<file path="config.mk">
export PLATFORM = sky130hd
export DESIGN_NAME = blkcap_top
export DESIGN_NICKNAME = d
export VERILOG_FILES = /design/src/rtl/blkcap_pkg.sv /design/src/rtl/blkcap_status.sv /design/src/rtl/blkcap_info.sv /design/src/rtl/blkcap_rdmux.sv /design/src/rtl/blkcap_top.sv
export SDC_FILE = /design/constraint.sdc
export NUM_CORES = 1
export LEC_CHECK = 0
export BUFFER_PORTS_ARGS = -buffer_cell sky130_fd_sc_hd__buf_4
export CAP_MARGIN = 5
export CORE_ASPECT_RATIO = 1.5
export CORE_MARGIN = 1.5
export CORE_UTILIZATION = 44
export CTS_CLUSTER_DIAMETER = 200
export DETAILED_ROUTE_END_ITERATION = 12
export PLACE_DENSITY = 0.75
export SKIP_LAST_GASP = 1
export SYNTH_ARGS = -nofsm -noshare
export SYNTH_HDL_FRONTEND = slang
export SYNTH_SLANG_ARGS = --single-unit
</file>
<file path="constraint.sdc">
create_clock -name clk -period 0.9 [get_ports clk]
set_input_delay 0.045 -clock clk [delete_from_list [all_inputs] [get_ports clk]]
set_output_delay 0.045 -clock clk [all_outputs]
set_load 0.005 [all_outputs]
</file>
<file path="src/rtl/blkcap_pkg.sv">
// Package: shared read-select codes and field widths for the
// blocked-access capture block. Assumes a 3-bit read select.
package blkcap_pkg;

    typedef enum logic [2:0] {
        SEL_STAT  = 3'd0,
        SEL_EN    = 3'd1,
        SEL_INFO1 = 3'd2,
        SEL_INFO2 = 3'd3,
        SEL_SET   = 3'd4,
        SEL_CLR   = 3'd5
    } rd_sel_e;

    localparam int unsigned SEL_W = 3;

endpackage

</file>
<file path="src/rtl/blkcap_status.sv">
// Module: status and enable flags with the interrupt level.
// Decides whether a block event captures. Assumes the write strobes
// are already qualified with bit 0 of the write data.
module blkcap_status (
    input  logic clk,
    input  logic rst_n,
    input  logic evt,
    input  logic set_hit,
    input  logic clr_hit,
    input  logic en_wr,
    input  logic en_val,
    output logic stat,
    output logic en,
    output logic capture,
    output logic irq
);

    logic stat_d;

    // Next status: an event wins over a clear, and a set wins over a clear.
    always_comb begin
        if (evt || set_hit) begin
            stat_d = 1'b1;
        end else if (clr_hit) begin
            stat_d = 1'b0;
        end else begin
            stat_d = stat;
        end
    end

    // Capture if status is low, or is being cleared in the same cycle.
    assign capture = evt && (!stat || clr_hit);

    // Status flag register.
    always_ff @(posedge clk) begin
        if (!rst_n) begin
            stat <= 1'b0;
        end else begin
            stat <= stat_d;
        end
    end

    // Enable flag register, reset to enabled.
    always_ff @(posedge clk) begin
        if (!rst_n) begin
            en <= 1'b1;
        end else if (en_wr) begin
            en <= en_val;
        end
    end

    // Level interrupt output.
    assign irq = stat & en;

endmodule

</file>
<file path="src/rtl/blkcap_info.sv">
// Module: the two info words latched on capture.
// Assumes ADDR_W <= DATA_W and REQ_W + 2 <= DATA_W.
module blkcap_info #(
    parameter int unsigned ADDR_W = 32,
    parameter int unsigned REQ_W  = 16,
    parameter int unsigned DATA_W = 32
) (
    input  logic              clk,
    input  logic              rst_n,
    input  logic              capture,
    input  logic [ADDR_W-1:0] addr,
    input  logic [REQ_W-1:0]  req_id,
    input  logic              nonsec,
    input  logic              lut_ns,
    output logic [DATA_W-1:0] info1,
    output logic [DATA_W-1:0] info2
);

    localparam int unsigned NS_POS  = REQ_W;
    localparam int unsigned LUT_POS = REQ_W + 1;
    localparam int unsigned PAD_W   = DATA_W - REQ_W - 2;

    logic [DATA_W-1:0] addr_ext;
    logic [DATA_W-1:0] info2_d;

    // Zero-extend the address; the generate picks the variant.
    generate
        if (ADDR_W < DATA_W) begin : g_pad
            assign addr_ext = {{(DATA_W-ADDR_W){1'b0}}, addr};
        end else begin : g_full
            assign addr_ext = addr;
        end
    endgenerate

    // Pack the second info word.
    generate
        if (PAD_W > 0) begin : g_info2_pad
            assign info2_d[DATA_W-1:LUT_POS+1] = '0;
        end
    endgenerate
    assign info2_d[LUT_POS]     = lut_ns;
    assign info2_d[NS_POS]      = nonsec;
    assign info2_d[REQ_W-1:0]   = req_id;

    // Info registers: load only on capture.
    always_ff @(posedge clk) begin
        if (!rst_n) begin
            info1 <= '0;
            info2 <= '0;
        end else if (capture) begin
            info1 <= addr_ext;
            info2 <= info2_d;
        end
    end

endmodule

</file>
<file path="src/rtl/blkcap_rdmux.sv">
// Module: read multiplexer for the register bank. Write-only and unused
// codes read as zero.
module blkcap_rdmux #(
    parameter int unsigned DATA_W = 32
) (
    input  logic [blkcap_pkg::SEL_W-1:0] sel,
    input  logic                         stat,
    input  logic                         en,
    input  logic [DATA_W-1:0]            info1,
    input  logic [DATA_W-1:0]            info2,
    output logic [DATA_W-1:0]            data
);

    import blkcap_pkg::*;

    // Select the read value by code.
    always_comb begin
        data = '0;
        case (sel)
            SEL_STAT:  data[0] = stat;
            SEL_EN:    data[0] = en;
            SEL_INFO1: data = info1;
            SEL_INFO2: data = info2;
            default:   data = '0;
        endcase
    end

endmodule

</file>
<file path="src/rtl/blkcap_top.sv">
// Module: blocked-access interrupt capture top. Records the first refused
// transfer and drives a level interrupt. Assumes a register bank supplies
// decoded one-cycle write strobes and a read select code.
module blkcap_top #(
    parameter int unsigned ADDR_W = 32,
    parameter int unsigned REQ_W  = 16,
    parameter int unsigned DATA_W = 32
) (
    input  logic                         clk,
    input  logic                         rst_n,
    input  logic                         blk_evt,
    input  logic [ADDR_W-1:0]            blk_addr,
    input  logic [REQ_W-1:0]             blk_req_id,
    input  logic                         blk_nonsec,
    input  logic                         blk_lut_ns,
    input  logic                         wr_set,
    input  logic                         wr_clr,
    input  logic                         wr_en,
    input  logic                         wr_lsb,
    input  logic [blkcap_pkg::SEL_W-1:0] rd_sel,
    output logic [DATA_W-1:0]            rd_data,
    output logic                         irq
);

    logic set_hit;
    logic clr_hit;
    logic capture;
    logic stat_q;
    logic en_q;
    logic [DATA_W-1:0] info1_q;
    logic [DATA_W-1:0] info2_q;

    // Qualify set and clear strobes with the data bit.
    assign set_hit = wr_set & wr_lsb;
    assign clr_hit = wr_clr & wr_lsb;

    blkcap_status u_status (
        .clk     (clk),
        .rst_n   (rst_n),
        .evt     (blk_evt),
        .set_hit (set_hit),
        .clr_hit (clr_hit),
        .en_wr   (wr_en),
        .en_val  (wr_lsb),
        .stat    (stat_q),
        .en      (en_q),
        .capture (capture),
        .irq     (irq)
    );

    blkcap_info #(
        .ADDR_W (ADDR_W),
        .REQ_W  (REQ_W),
        .DATA_W (DATA_W)
    ) u_info (
        .clk     (clk),
        .rst_n   (rst_n),
        .capture (capture),
        .addr    (blk_addr),
        .req_id  (blk_req_id),
        .nonsec  (blk_nonsec),
        .lut_ns  (blk_lut_ns),
        .info1   (info1_q),
        .info2   (info2_q)
    );

    blkcap_rdmux #(
        .DATA_W (DATA_W)
    ) u_rdmux (
        .sel   (rd_sel),
        .stat  (stat_q),
        .en    (en_q),
        .info1 (info1_q),
        .info2 (info2_q),
        .data  (rd_data)
    );

endmodule

</file>
==> flow_summary.json <==
{
  "violations": "negative hold slack, negative setup slack",
  "path_max_fanout": 2,
  "status": "complete, but fails checks",
  "grt_max_degree": 59,
  "clkSlewWorstSetupHoldPaths_ps": 90,
  "p_seq_frac": 0.501,
  "port_buffers": 92,
  "final_nets": 467,
  "cp-start-kind": "flop",
  "grt_pass1_wl_um": 10800,
  "power_mw": 5.09,
  "cap_violations": 0,
  "syn_to_final_growth_pct": 65.8,
  "post-route-period-util": 1.54,
  "netlist_area_um2": 2450,
  "synth_cells": 266,
  "multiInputGateArea_um2": 1270,
  "worst_pin_slew_ps": 292,
  "p_per_area_nw_per_um2": 1250,
  "syn_nets": 326,
  "die_area_um2": 6030,
  "h-tree-depth": 2,
  "grt.total_usage": 0.231,
  "cts_made_buffers": 5,
  "finalSetupTns_ps": -19810,
  "hold_class": "input port to flop",
  "insertion_delay_ps": 300,
  "slowest_stage": "mux4_2",
  "setup_violations": 83,
  "post-route-min-period_ps": 1380,
  "switching_share": 0.250,
  "initial_utilization": 0.452,
  "peakVddDrop_mv": 1.02,
  "core_area_um2": 5410,
  "dp.cells": 417,
  "cts_root_buffer": "clkbuf_8",
  "postLayoutSetupSlackWorst_ps": -485,
  "synth_warnings": 0,
  "syn_area_per_cell_um2": 9.20,
  "utilization": 0.750,
  "relSlewSlack": 0.805,
  "p_sw_mw": 1.27,
  "clock_skew_ps": 3.93,
  "drc": 0,
  "dr.first_iter.drc_count": 68,
  "fp.dieH_um": 94.3,
  "hold_viol_final": 2,
  "p_int_mw": 3.82,
  "path_class": "flop to output pin",
  "register_area_um2": 1080,
  "arrival_ps": 1340,
  "placementRows": 33,
  "pin_count": 93,
  "synth.distinct_cells": 15,
  "fmax_mhz": 722,
  "antenna_found_initial": 0,
  "fin_hold_ws_ps": -1.36,
  "diodes": 0,
  "viasPerCell": 4.86,
  "place.gp.congestion": 0.741,
  "end_kind": "output pin",
  "cts_tree": "done",
  "wl_um": 7120,
  "n_fill_cell": 366,
  "dp_hpwl_um": 3820,
  "p_comb_frac": 0.230,
  "via_count": 2321,
  "ys_ff_latch": 52,
  "path_cells": "mux4_2 -> nor2b_4 -> buf_6",
  "grt_pass1_vias": 2370,
  "fp.dieW_um": 63.9,
  "first_pass_iters": 4,
  "clockBufferDepth": 2,
  "p_leak_nw": 1.88,
  "cts.sinks": 52,
  "cp.required_ps": 850,
  "max_stage_delay_ps": 450,
  "drive_above_1_share": 0.424,
  "rsz0062_at_grt": "yes",
  "maxSlewViolCount": 0,
  "ant_nets": 0,
  "grt_overflow_total": 0,
  "final_cell_count_no_fill": 478,
  "pwr-share-clk": 0.270,
  "routedWlPerCell_um": 14.9,
  "seq_area_frac_synth": 0.425
}
[metal layers]
layer	wire length [µm]	vias to the layer above	track usage
met4	152	0	0.0797
met5	0	-	0
li1	-	1160	-
met2	3900	66	0.438
met3	306	14	0.0441
met1	2760	1081	0.251
[cell families after synthesis]
logic type / share of synthesized area
AND/OR/NAND/NOR: 0.209
AO/OA/AOI/OAI: 0.0690
flip-flops: 0.425
multiplexers: 0.218
buffers and inverters: 0.0792
[power groups by stage]
stage	sequential, mW	clock (mW)	combinational [mW]
after floorplan	2.56	0	0.504
final	2.55	1.37	1.17
after global placement	2.58	0	0.796
after CTS	2.54	1.39	1.17
after detailed placement	2.59	0	0.812
after global routing	2.57	1.50	1.25
[per-stage QoR]
| stage | worst slack [ps] | cell area [µm²] | hold WS (ps) |
|---|---|---|---|
| after floorplan | -58.4 | 2460 | 107 |
| after global routing | -516 | 4060 | 1.53 |
| after detailed placement | -190 | 3190 | 288 |
| final | -485 | 4060 | -1.36 |
| after global placement | -165 | 3190 | 279 |
| after CTS | -496 | 4020 | 1.11 |
[worst max-delay path, delay by kind of cell (launching register included)]
family / cells / cell delay, ps
flops: 1 / 350
buf+inv: 1 / 100
mux: 1 / 450
simple gates: 1 / 140
[cell usage after synthesis]
library cell / number / area (µm²)
a21boi_2: 1 / 11.3
a221oi_1: 1 / 8.76
a22o_1: 17 / 149
and2_1: 15 / 93.8
and3b_1: 1 / 8.76
buf_12: 5 / 100
buf_2: 12 / 60.1
buf_6: 2 / 22.5
clkbuf_1: 3 / 11.3
dfxtp_1: 52 / 1040
mux2i_1: 51 / 510
mux4_2: 1 / 22.5
nand2_1: 102 / 383
nor2b_1: 2 / 12.5
nor3b_2: 1 / 12.5
[worst paths after layout]
kind                          from                to  slack (ps)  depth (start not counted)
setup / recovery     u_status.stat        rd_data[0]        -480                          3
hold / removal        blk_addr[19]  u_info.info1[19]          -1                          3
setup reg to reg     u_status.stat   u_info.info1[1]        -410                          6
hold reg to reg   u_info.info2[12]  u_info.info2[12]         460                          2
[flip-flops by register name, indices dropped and copies added (netlist names)]
register	flops
u_info.info1	32
u_info.info2	18
u_status.en	1
u_status.stat	1
[cell usage in the layout (no fill, tap or decap)]
cell type,netlist,layout
dfxtp_4,0,1
nor3b_4,0,1
dfxtp_2,0,28
buf_16,0,4
buf_4,0,82
clkbuf_1,3,2
buf_6,2,23
dfxtp_1,52,23
nand2_1,102,102
dlygate4sd3_1,0,37
a22o_1,17,17
mux4_2,1,1
buf_8,0,6
and3b_1,1,1
clkbuf_8,0,6
and2_4,0,14
and2_1,15,1
a21boi_4,0,1
mux2i_1,51,51
buf_12,5,4
nor2b_1,2,1
nor2b_4,0,1
a221oi_2,0,1
[area by class of cell]
class | instances | area share
well taps | 70 | 0.0216
flip-flops and latches | 52 | 0.266
clock buffers | 8 | 0.0222
multi-input cells | 192 | 0.314
repair buffers | 156 | 0.376
[timing repair]
| action | CTS | global route |
|---|---|---|
| resized for setup | 57 | 34 |
| hold endpoints to repair | 33 | 4 |
| buffers inserted | 10 | 2 |
| gates cloned | 9 | 0 |
| pin swaps | 5 | 15 |
| endpoints found under the setup margin | 83 | 84 |
| hold buffers | 33 | 4 |
Note: power is estimated with default switching activity, not from simulation.
